## src/rtl/dma_addr_pkg.sv

```systemverilog
package dma_addr_pkg;
  localparam int ADDR_W = 32;
  localparam int AREA_W = 4;

  typedef enum logic [1:0] {
    UPD_HOLD   = 2'b00,
    UPD_OFFSET = 2'b01,
    UPD_UP     = 2'b10,
    UPD_DOWN   = 2'b11
  } upd_mode_e;

  typedef enum logic [1:0] {
    BEAT_B1  = 2'b00,
    BEAT_B2  = 2'b01,
    BEAT_B4  = 2'b10,
    BEAT_BAD = 2'b11
  } beat_size_e;
endpackage

```

## src/rtl/dma_addr_delta.sv

```systemverilog
module dma_addr_delta
  import dma_addr_pkg::*;
#(
  parameter int AW = ADDR_W
) (
  input  logic [1:0]    mode,
  input  logic [1:0]    size,
  input  logic [AW-1:0] offset,
  output logic [AW-1:0] delta
);
  function automatic logic [AW-1:0] beat_bytes(input logic [1:0] sz);
    logic [AW-1:0] r;
    r = '0;
    case (beat_size_e'(sz))
      BEAT_B1: r[0] = 1'b1;
      BEAT_B2: r[1] = 1'b1;
      BEAT_B4: r[2] = 1'b1;
      default: r = '0;
    endcase
    return r;
  endfunction

  logic [AW-1:0] step;
  assign step = beat_bytes(size);

  always_comb begin
    case (upd_mode_e'(mode))
      UPD_OFFSET: delta = offset;
      UPD_UP:     delta = step;
      UPD_DOWN:   delta = (~step) + 1'b1;
      default:    delta = '0;
    endcase
  end
endmodule

```

## src/rtl/dma_addr_wrap.sv

```systemverilog
module dma_addr_wrap
  import dma_addr_pkg::*;
#(
  parameter int AW = ADDR_W,
  parameter int NW = AREA_W
) (
  input  logic [AW-1:0] addr,
  input  logic [AW-1:0] delta,
  input  logic [NW-1:0] area,
  output logic [AW-1:0] next_addr,
  output logic          crossed
);
  function automatic logic [AW-1:0] window_mask(input logic [NW-1:0] a);
    logic [AW-1:0] m;
    for (int i = 0; i < AW; i++) begin
      m[i] = (a == '0) ? 1'b1 : (i <= int'(a));
    end
    return m;
  endfunction

  logic [AW-1:0] mask;
  logic [AW-1:0] raw_sum;

  assign mask      = window_mask(area);
  assign raw_sum   = addr + delta;
  assign next_addr = (addr & ~mask) | (raw_sum & mask);
  assign crossed   = (area != '0) && ((raw_sum & ~mask) != (addr & ~mask));
endmodule

```

## src/rtl/dma_addr_side.sv

```systemverilog
module dma_addr_side
  import dma_addr_pkg::*;
#(
  parameter int AW = ADDR_W,
  parameter int NW = AREA_W
) (
  input  logic          clk,
  input  logic          rst_n,
  input  logic          start,
  input  logic [AW-1:0] init_addr,
  input  logic          beat,
  input  logic          reload,
  input  logic [AW-1:0] reload_addr,
  input  logic          idx_after_reload,
  input  logic [1:0]    mode,
  input  logic [1:0]    size,
  input  logic [AW-1:0] offset,
  input  logic [NW-1:0] area,
  output logic [AW-1:0] addr,
  output logic          ovf,
  output logic          beat_take,
  output logic          reload_take,
  output logic          wrap_evt
);
  logic [AW-1:0] delta;
  logic [AW-1:0] stepped;
  logic [AW-1:0] reload_val;

  dma_addr_delta #(.AW(AW)) u_delta (
    .mode   (mode),
    .size   (size),
    .offset (offset),
    .delta  (delta)
  );

  dma_addr_wrap #(.AW(AW), .NW(NW)) u_wrap (
    .addr      (addr),
    .delta     (delta),
    .area      (area),
    .next_addr (stepped),
    .crossed   (wrap_evt)
  );

  assign reload_take = reload & ~start;
  assign beat_take   = beat & ~start & ~reload;
  assign reload_val  = reload_addr + (idx_after_reload ? offset : '0);

  always_ff @(posedge clk or negedge rst_n) begin
    if (!rst_n) begin
      addr <= '0;
      ovf  <= 1'b0;
    end else begin
      ovf <= beat_take & wrap_evt;
      if (start)            addr <= init_addr;
      else if (reload_take) addr <= reload_val;
      else if (beat_take)   addr <= stepped;
    end
  end
endmodule

```

## src/rtl/dma_addr_unit.sv

```systemverilog
module dma_addr_unit
  import dma_addr_pkg::*;
#(
  parameter int AW = ADDR_W,
  parameter int NW = AREA_W
) (
  input  logic          clk,
  input  logic          rst_n,
  input  logic          start,
  input  logic [AW-1:0] src_init,
  input  logic [AW-1:0] dst_init,
  input  logic          beat,
  input  logic          src_reload,
  input  logic          dst_reload,
  input  logic [1:0]    size,
  input  logic [1:0]    src_mode,
  input  logic [1:0]    dst_mode,
  input  logic [AW-1:0] offset,
  input  logic [AW-1:0] src_reload_addr,
  input  logic [AW-1:0] dst_reload_addr,
  input  logic          src_idx,
  input  logic          dst_idx,
  input  logic [NW-1:0] src_area,
  input  logic [NW-1:0] dst_area,
  input  logic          src_ovf_ie,
  input  logic          dst_ovf_ie,
  output logic [AW-1:0] src_addr,
  output logic [AW-1:0] dst_addr,
  output logic          src_ovf,
  output logic          dst_ovf,
  output logic          src_ovf_irq,
  output logic          dst_ovf_irq
);
  localparam int SIDES = 2;

  logic [AW-1:0] s_init   [SIDES];
  logic          s_reload [SIDES];
  logic [AW-1:0] s_raddr  [SIDES];
  logic          s_idx    [SIDES];
  logic [1:0]    s_mode   [SIDES];
  logic [NW-1:0] s_area   [SIDES];
  logic [AW-1:0] s_addr   [SIDES];
  logic          s_ovf    [SIDES];
  logic          s_btake  [SIDES];
  logic          s_rtake  [SIDES];
  logic          s_wrap   [SIDES];

  assign s_init[0]   = src_init;         assign s_init[1]   = dst_init;
  assign s_reload[0] = src_reload;       assign s_reload[1] = dst_reload;
  assign s_raddr[0]  = src_reload_addr;  assign s_raddr[1]  = dst_reload_addr;
  assign s_idx[0]    = src_idx;          assign s_idx[1]    = dst_idx;
  assign s_mode[0]   = src_mode;         assign s_mode[1]   = dst_mode;
  assign s_area[0]   = src_area;         assign s_area[1]   = dst_area;

  for (genvar g = 0; g < SIDES; g++) begin : g_side
    dma_addr_side #(.AW(AW), .NW(NW)) u_side (
      .clk              (clk),
      .rst_n            (rst_n),
      .start            (start),
      .init_addr        (s_init[g]),
      .beat             (beat),
      .reload           (s_reload[g]),
      .reload_addr      (s_raddr[g]),
      .idx_after_reload (s_idx[g]),
      .mode             (s_mode[g]),
      .size             (size),
      .offset           (offset),
      .area             (s_area[g]),
      .addr             (s_addr[g]),
      .ovf              (s_ovf[g]),
      .beat_take        (s_btake[g]),
      .reload_take      (s_rtake[g]),
      .wrap_evt         (s_wrap[g])
    );
  end

  logic src_beat_take, dst_beat_take;
  logic src_reload_take, dst_reload_take;
  logic src_wrap_evt, dst_wrap_evt;

  assign src_beat_take   = s_btake[0];
  assign dst_beat_take   = s_btake[1];
  assign src_reload_take = s_rtake[0];
  assign dst_reload_take = s_rtake[1];
  assign src_wrap_evt    = s_wrap[0];
  assign dst_wrap_evt    = s_wrap[1];

  assign src_addr    = s_addr[0];
  assign dst_addr    = s_addr[1];
  assign src_ovf     = s_ovf[0];
  assign dst_ovf     = s_ovf[1];
  assign src_ovf_irq = s_ovf[0] & src_ovf_ie;
  assign dst_ovf_irq = s_ovf[1] & dst_ovf_ie;
endmodule

```

## config.mk

```make
export PLATFORM = sky130hd
export DESIGN_NAME = dma_addr_unit
export DESIGN_NICKNAME = d
export VERILOG_FILES = /design/src/rtl/dma_addr_pkg.sv /design/src/rtl/dma_addr_delta.sv /design/src/rtl/dma_addr_wrap.sv /design/src/rtl/dma_addr_side.sv /design/src/rtl/dma_addr_unit.sv
export SDC_FILE = /design/constraint.sdc
export NUM_CORES = 1
export LEC_CHECK = 0
export BUFFER_PORTS_ARGS = -buffer_cell sky130_fd_sc_hd__buf_2
export CORE_ASPECT_RATIO = 1.4
export CORE_MARGIN = 10
export CORE_UTILIZATION = 45
export CTS_BUF_LIST = sky130_fd_sc_hd__clkbuf_16
export DETAILED_ROUTE_END_ITERATION = 8
export PLACE_DENSITY = 0.74
export SETUP_SLACK_MARGIN = 0.5
export SYNTH_ARGS = -nofsm -noshare
export SYNTH_HDL_FRONTEND = slang
export SYNTH_SLANG_ARGS = --single-unit
```

## constraint.sdc

```tcl
create_clock -name clk -period 4.1 [get_ports clk]
set_input_delay 0.615 -clock clk [delete_from_list [all_inputs] [get_ports clk]]
set_output_delay 0.615 -clock clk [all_outputs]
set_load 0.02 [all_outputs]
```

==> flow_metrics.env <==
export IMPL_yosys_warnings=0
export IMPL_cts_inserted_buffers=9
export IMPL_outcome="complete, but fails checks"
export IMPL_synth_edf_count=0
export IMPL_placementRows=72
export IMPL_switching_share=0.444
export IMPL_cts_tree="done"
export IMPL_period_minus_slack_ns=4.21
export IMPL_finalWorstSetupSlack_ns=-0.115
export IMPL_maxCapViolCount=0
export IMPL_switchingPower_uw=2730
export IMPL_cts_sinks=66
export IMPL_port_buffers=251
export IMPL_core_mm2=0.0276
export IMPL_htreeDepth=3
export IMPL_critPathBufInv=2
export IMPL_die_area_mm2=0.0350
export IMPL_cp_max_fo=2
export IMPL_clk_pin_slew_ns=0.07
export IMPL_tightest_slew_ns=1.28
export IMPL_placed_cells=2567
export IMPL_async_flop_share=1.00
export IMPL_finalNonFillerCells=2648
export IMPL_grt_pass1_wl_um=89900
export IMPL_critPathArrivalTime_ns=4.46
export IMPL_cp_required_ns=4.35
export IMPL_overflow=0
export IMPL_synth_ff_type="dfrtp_1"
export IMPL_hold_viol=0
export IMPL_dieWidth_um=161
export IMPL_io_pins=252
export IMPL_track_usage=0.321
export IMPL_viasPerCell=6.23
export IMPL_postLayoutCoreUtil=0.678
export IMPL_multiInputGateArea_mm2=0.0116
export IMPL_grt_max_degree=38
export IMPL_finalClockSkew_ns=0.0143
export IMPL_clock_latency_ns=0.39
export IMPL_area_delta_synth_final_pct=49.0
export IMPL_avgSynthCellArea_um2=7.33
export IMPL_cp_cell_sequence="buf_6, nor2b_4, a22o_1, ha_2, fa_2, a21o_4, a221o_1, xor2_2, xnor2_1, o32ai_1, a211oi_1, buf_4, o2111ai_1, or4_1, a211oi_2, nand4_1, a2111oi_2, a2111oi_1"
export IMPL_syn_area_mm2=0.0125
export IMPL_critPathSlowestCell="or4_1"
export IMPL_drt_wirelength_per_cell_um=23.3
export IMPL_crit_path_end_kind="register"
export IMPL_min_period_over_period=1.03
export IMPL_worst_setup_path_start_kind="primary input"
export IMPL_drc=0
export IMPL_slew_viol_final=0
export IMPL_slowest_delay_ns=0.51
export IMPL_vias=16500
export IMPL_cts_path_max_buffers=2
export IMPL_ant_nets=0
export IMPL_failed_checks="negative setup slack"
export IMPL_gp_congestion=0.996
export IMPL_pwr_share_seq=0.145
export IMPL_min_path_type="primary input to asynchronous set/reset pin"
export IMPL_max_freq_mhz=237
export IMPL_ys_seq_area_frac=0.132
export IMPL_critical_path_class="primary input to register"
export IMPL_drt_initial_drc_count=1770
export IMPL_fillers=2288
export IMPL_drt_pass1_iter_count=7
export IMPL_power_density_mw_per_mm2=329
export IMPL_ff_latch_area_mm2=0.00165
export IMPL_ir_worst_vdd_mv=0.235
export IMPL_antenna_found_initial=6
export IMPL_internal_power_uw=3410
export IMPL_grt_pass1_vias=16300
export IMPL_root_buffer="clkbuf_16"
export IMPL_rsz0062_at_grt="yes"
export IMPL_setup_viol_count_final=1
export IMPL_fp_dieH_um=218
export IMPL_ys_ff_latch=66
export IMPL_start_util=0.455
export IMPL_drive_gt1_frac=0.379
export IMPL_nets=2577
export IMPL_synthCells=1711
export IMPL_leakage_uw=0.00917
export IMPL_syn_nets=2023
export IMPL_critPathTopFamily="compound AO/OA/AOI/OAI gates"
export IMPL_synth_distinct_cells=88
export IMPL_slew_limit_headroom=0.142
export IMPL_wl_um=61700
export IMPL_hpwl_um=47000
export IMPL_pwr_share_comb=0.687
export IMPL_pwr_share_clk=0.168
power groups by stage:
stage / Combinational, uW / Sequential [uW] / Clock, uW
2_1_floorplan: 1990 / 946 / 0
3_3_place_gp: 3520 / 881 / 0
3_5_place_dp: 3560 / 883 / 0
4_1_cts: 3800 / 876 / 1030
5_1_grt: 4490 / 898 / 1050
6_report: 4220 / 891 / 1030
stage by stage:
stage                     power, uW  cell area [um2]   TNS, ns  setup slack (ns)  hold slack [ns]
after floorplan                2940            12800    -0.164            -0.164            0.319
after global placement         4400            16500     -2.17            -0.404            0.575
after detailed placement       4440            16500     -2.68            -0.434            0.587
after CTS                      5710            17700  -0.00123          -0.00123            0.386
after global routing           6440            18700    -0.418            -0.342            0.430
final                          6140            18700    -0.115            -0.115            0.368
what timing repair did:
item,4_1_cts,5_1_grt
hold buffers,0,0
pin swaps,81,105
gates cloned,2,0
resized for setup,101,162
setup endpoints to repair,19,26
setup buffers,33,22
final timing paths:
check	start	endpoint	slack [ns]	depth (start not counted)
min in group clk	dst_init[3]	register	0.44	2
max in group asynchronous	rst_n	asynchronous set/reset pin	2.99	2
max reg2reg	g_side[1].u_side.addr[0]	g_side[1].u_side.ovf	0.12	15
min reg2reg	register	register	0.61	2
min	rst_n	asynchronous set/reset pin	0.37	1
max	dst_mode[0]	g_side[1].u_side.ovf	-0.11	18
per-layer routing:
| metal | track usage | vias to the layer above | routed length [um] |
|---|---|---|---|
| met3 | 0.0501 | 295 | 4360 |
| met4 | 0.187 | 0 | 4120 |
| li1 | - | 7414 | - |
| met2 | 0.569 | 896 | 30600 |
| met5 | 0 | - | 0 |
| met1 | 0.356 | 7901 | 22600 |
cell usage after synthesis, drive strengths merged (6+ instances only):
cell type / count / share of area
nand2: 182 / 0.054
a21oi: 164 / 0.066
nor2: 131 / 0.039
ha: 124 / 0.12
o21ai: 116 / 0.047
a21o: 110 / 0.066
xnor2: 98 / 0.068
and2: 72 / 0.036
clkbuf: 71 / 0.023
xor2: 70 / 0.049
dfrtp: 66 / 0.13
inv: 46 / 0.014
nand3: 41 / 0.016
o21a: 29 / 0.017
nor3: 26 / 0.011
o21bai: 24 / 0.014
nand4: 23 / 0.011
a221oi: 22 / 0.016
a31oi: 19 / 0.011
a211oi: 18 / 0.011
buf: 15 / 0.010
nor2b: 15 / 0.0075
and3: 14 / 0.0070
mux2i: 14 / 0.011
nand2b: 14 / 0.0070
nor4: 10 / 0.0050
o31ai: 10 / 0.0060
and4: 9 / 0.0063
o211ai: 9 / 0.0054
a2111oi: 8 / 0.0077
mux2: 8 / 0.0072
or2: 8 / 0.0040
or4: 8 / 0.0048
a222oi: 7 / 0.0056
a22oi: 7 / 0.0042
o221ai: 7 / 0.0049
o22ai: 6 / 0.0030
or3: 6 / 0.0030
placed cells by master (no fill, tap or decap), types with 66 or more instances in the layout:
cell type and count:
ha_1 90, a21oi_1 139, nor2_1 124, buf_4 328, nand2_1 173, o21ai_0 89
dfrtp_1 66, buf_2 244, and2_1 67, a21o_1 109, xnor2_1 89
cells by family after synthesis:
logic type,Yosys count,share of synthesized area
compound gates,616,0.329
xor+xnor,168,0.117
fa+ha+maj,128,0.130
buf+inv,132,0.0474
flops,66,0.132
mux,22,0.0184
simple gates,579,0.226
cell type report:
cell class              instances  area share
diodes                          8     0.00107
clock buffers                   9      0.0121
clock inverters                 7     0.00757
inverters                      46     0.00924
multi-input cells            1514       0.621
flip-flops and latches         66      0.0884
well taps                     370      0.0248
repair buffers                628       0.236
worst reg2reg max path, delay by kind of cell, from the launching register on:
kind / cells / cell delay, ns
flops: 1 / 0.42
compound gates: 8 / 1.59
fa+ha+maj: 2 / 0.58
buf+inv: 1 / 0.16
xor+xnor: 2 / 0.44
simple gates: 2 / 0.65
Note: power is estimated with default switching activity, not from simulation.
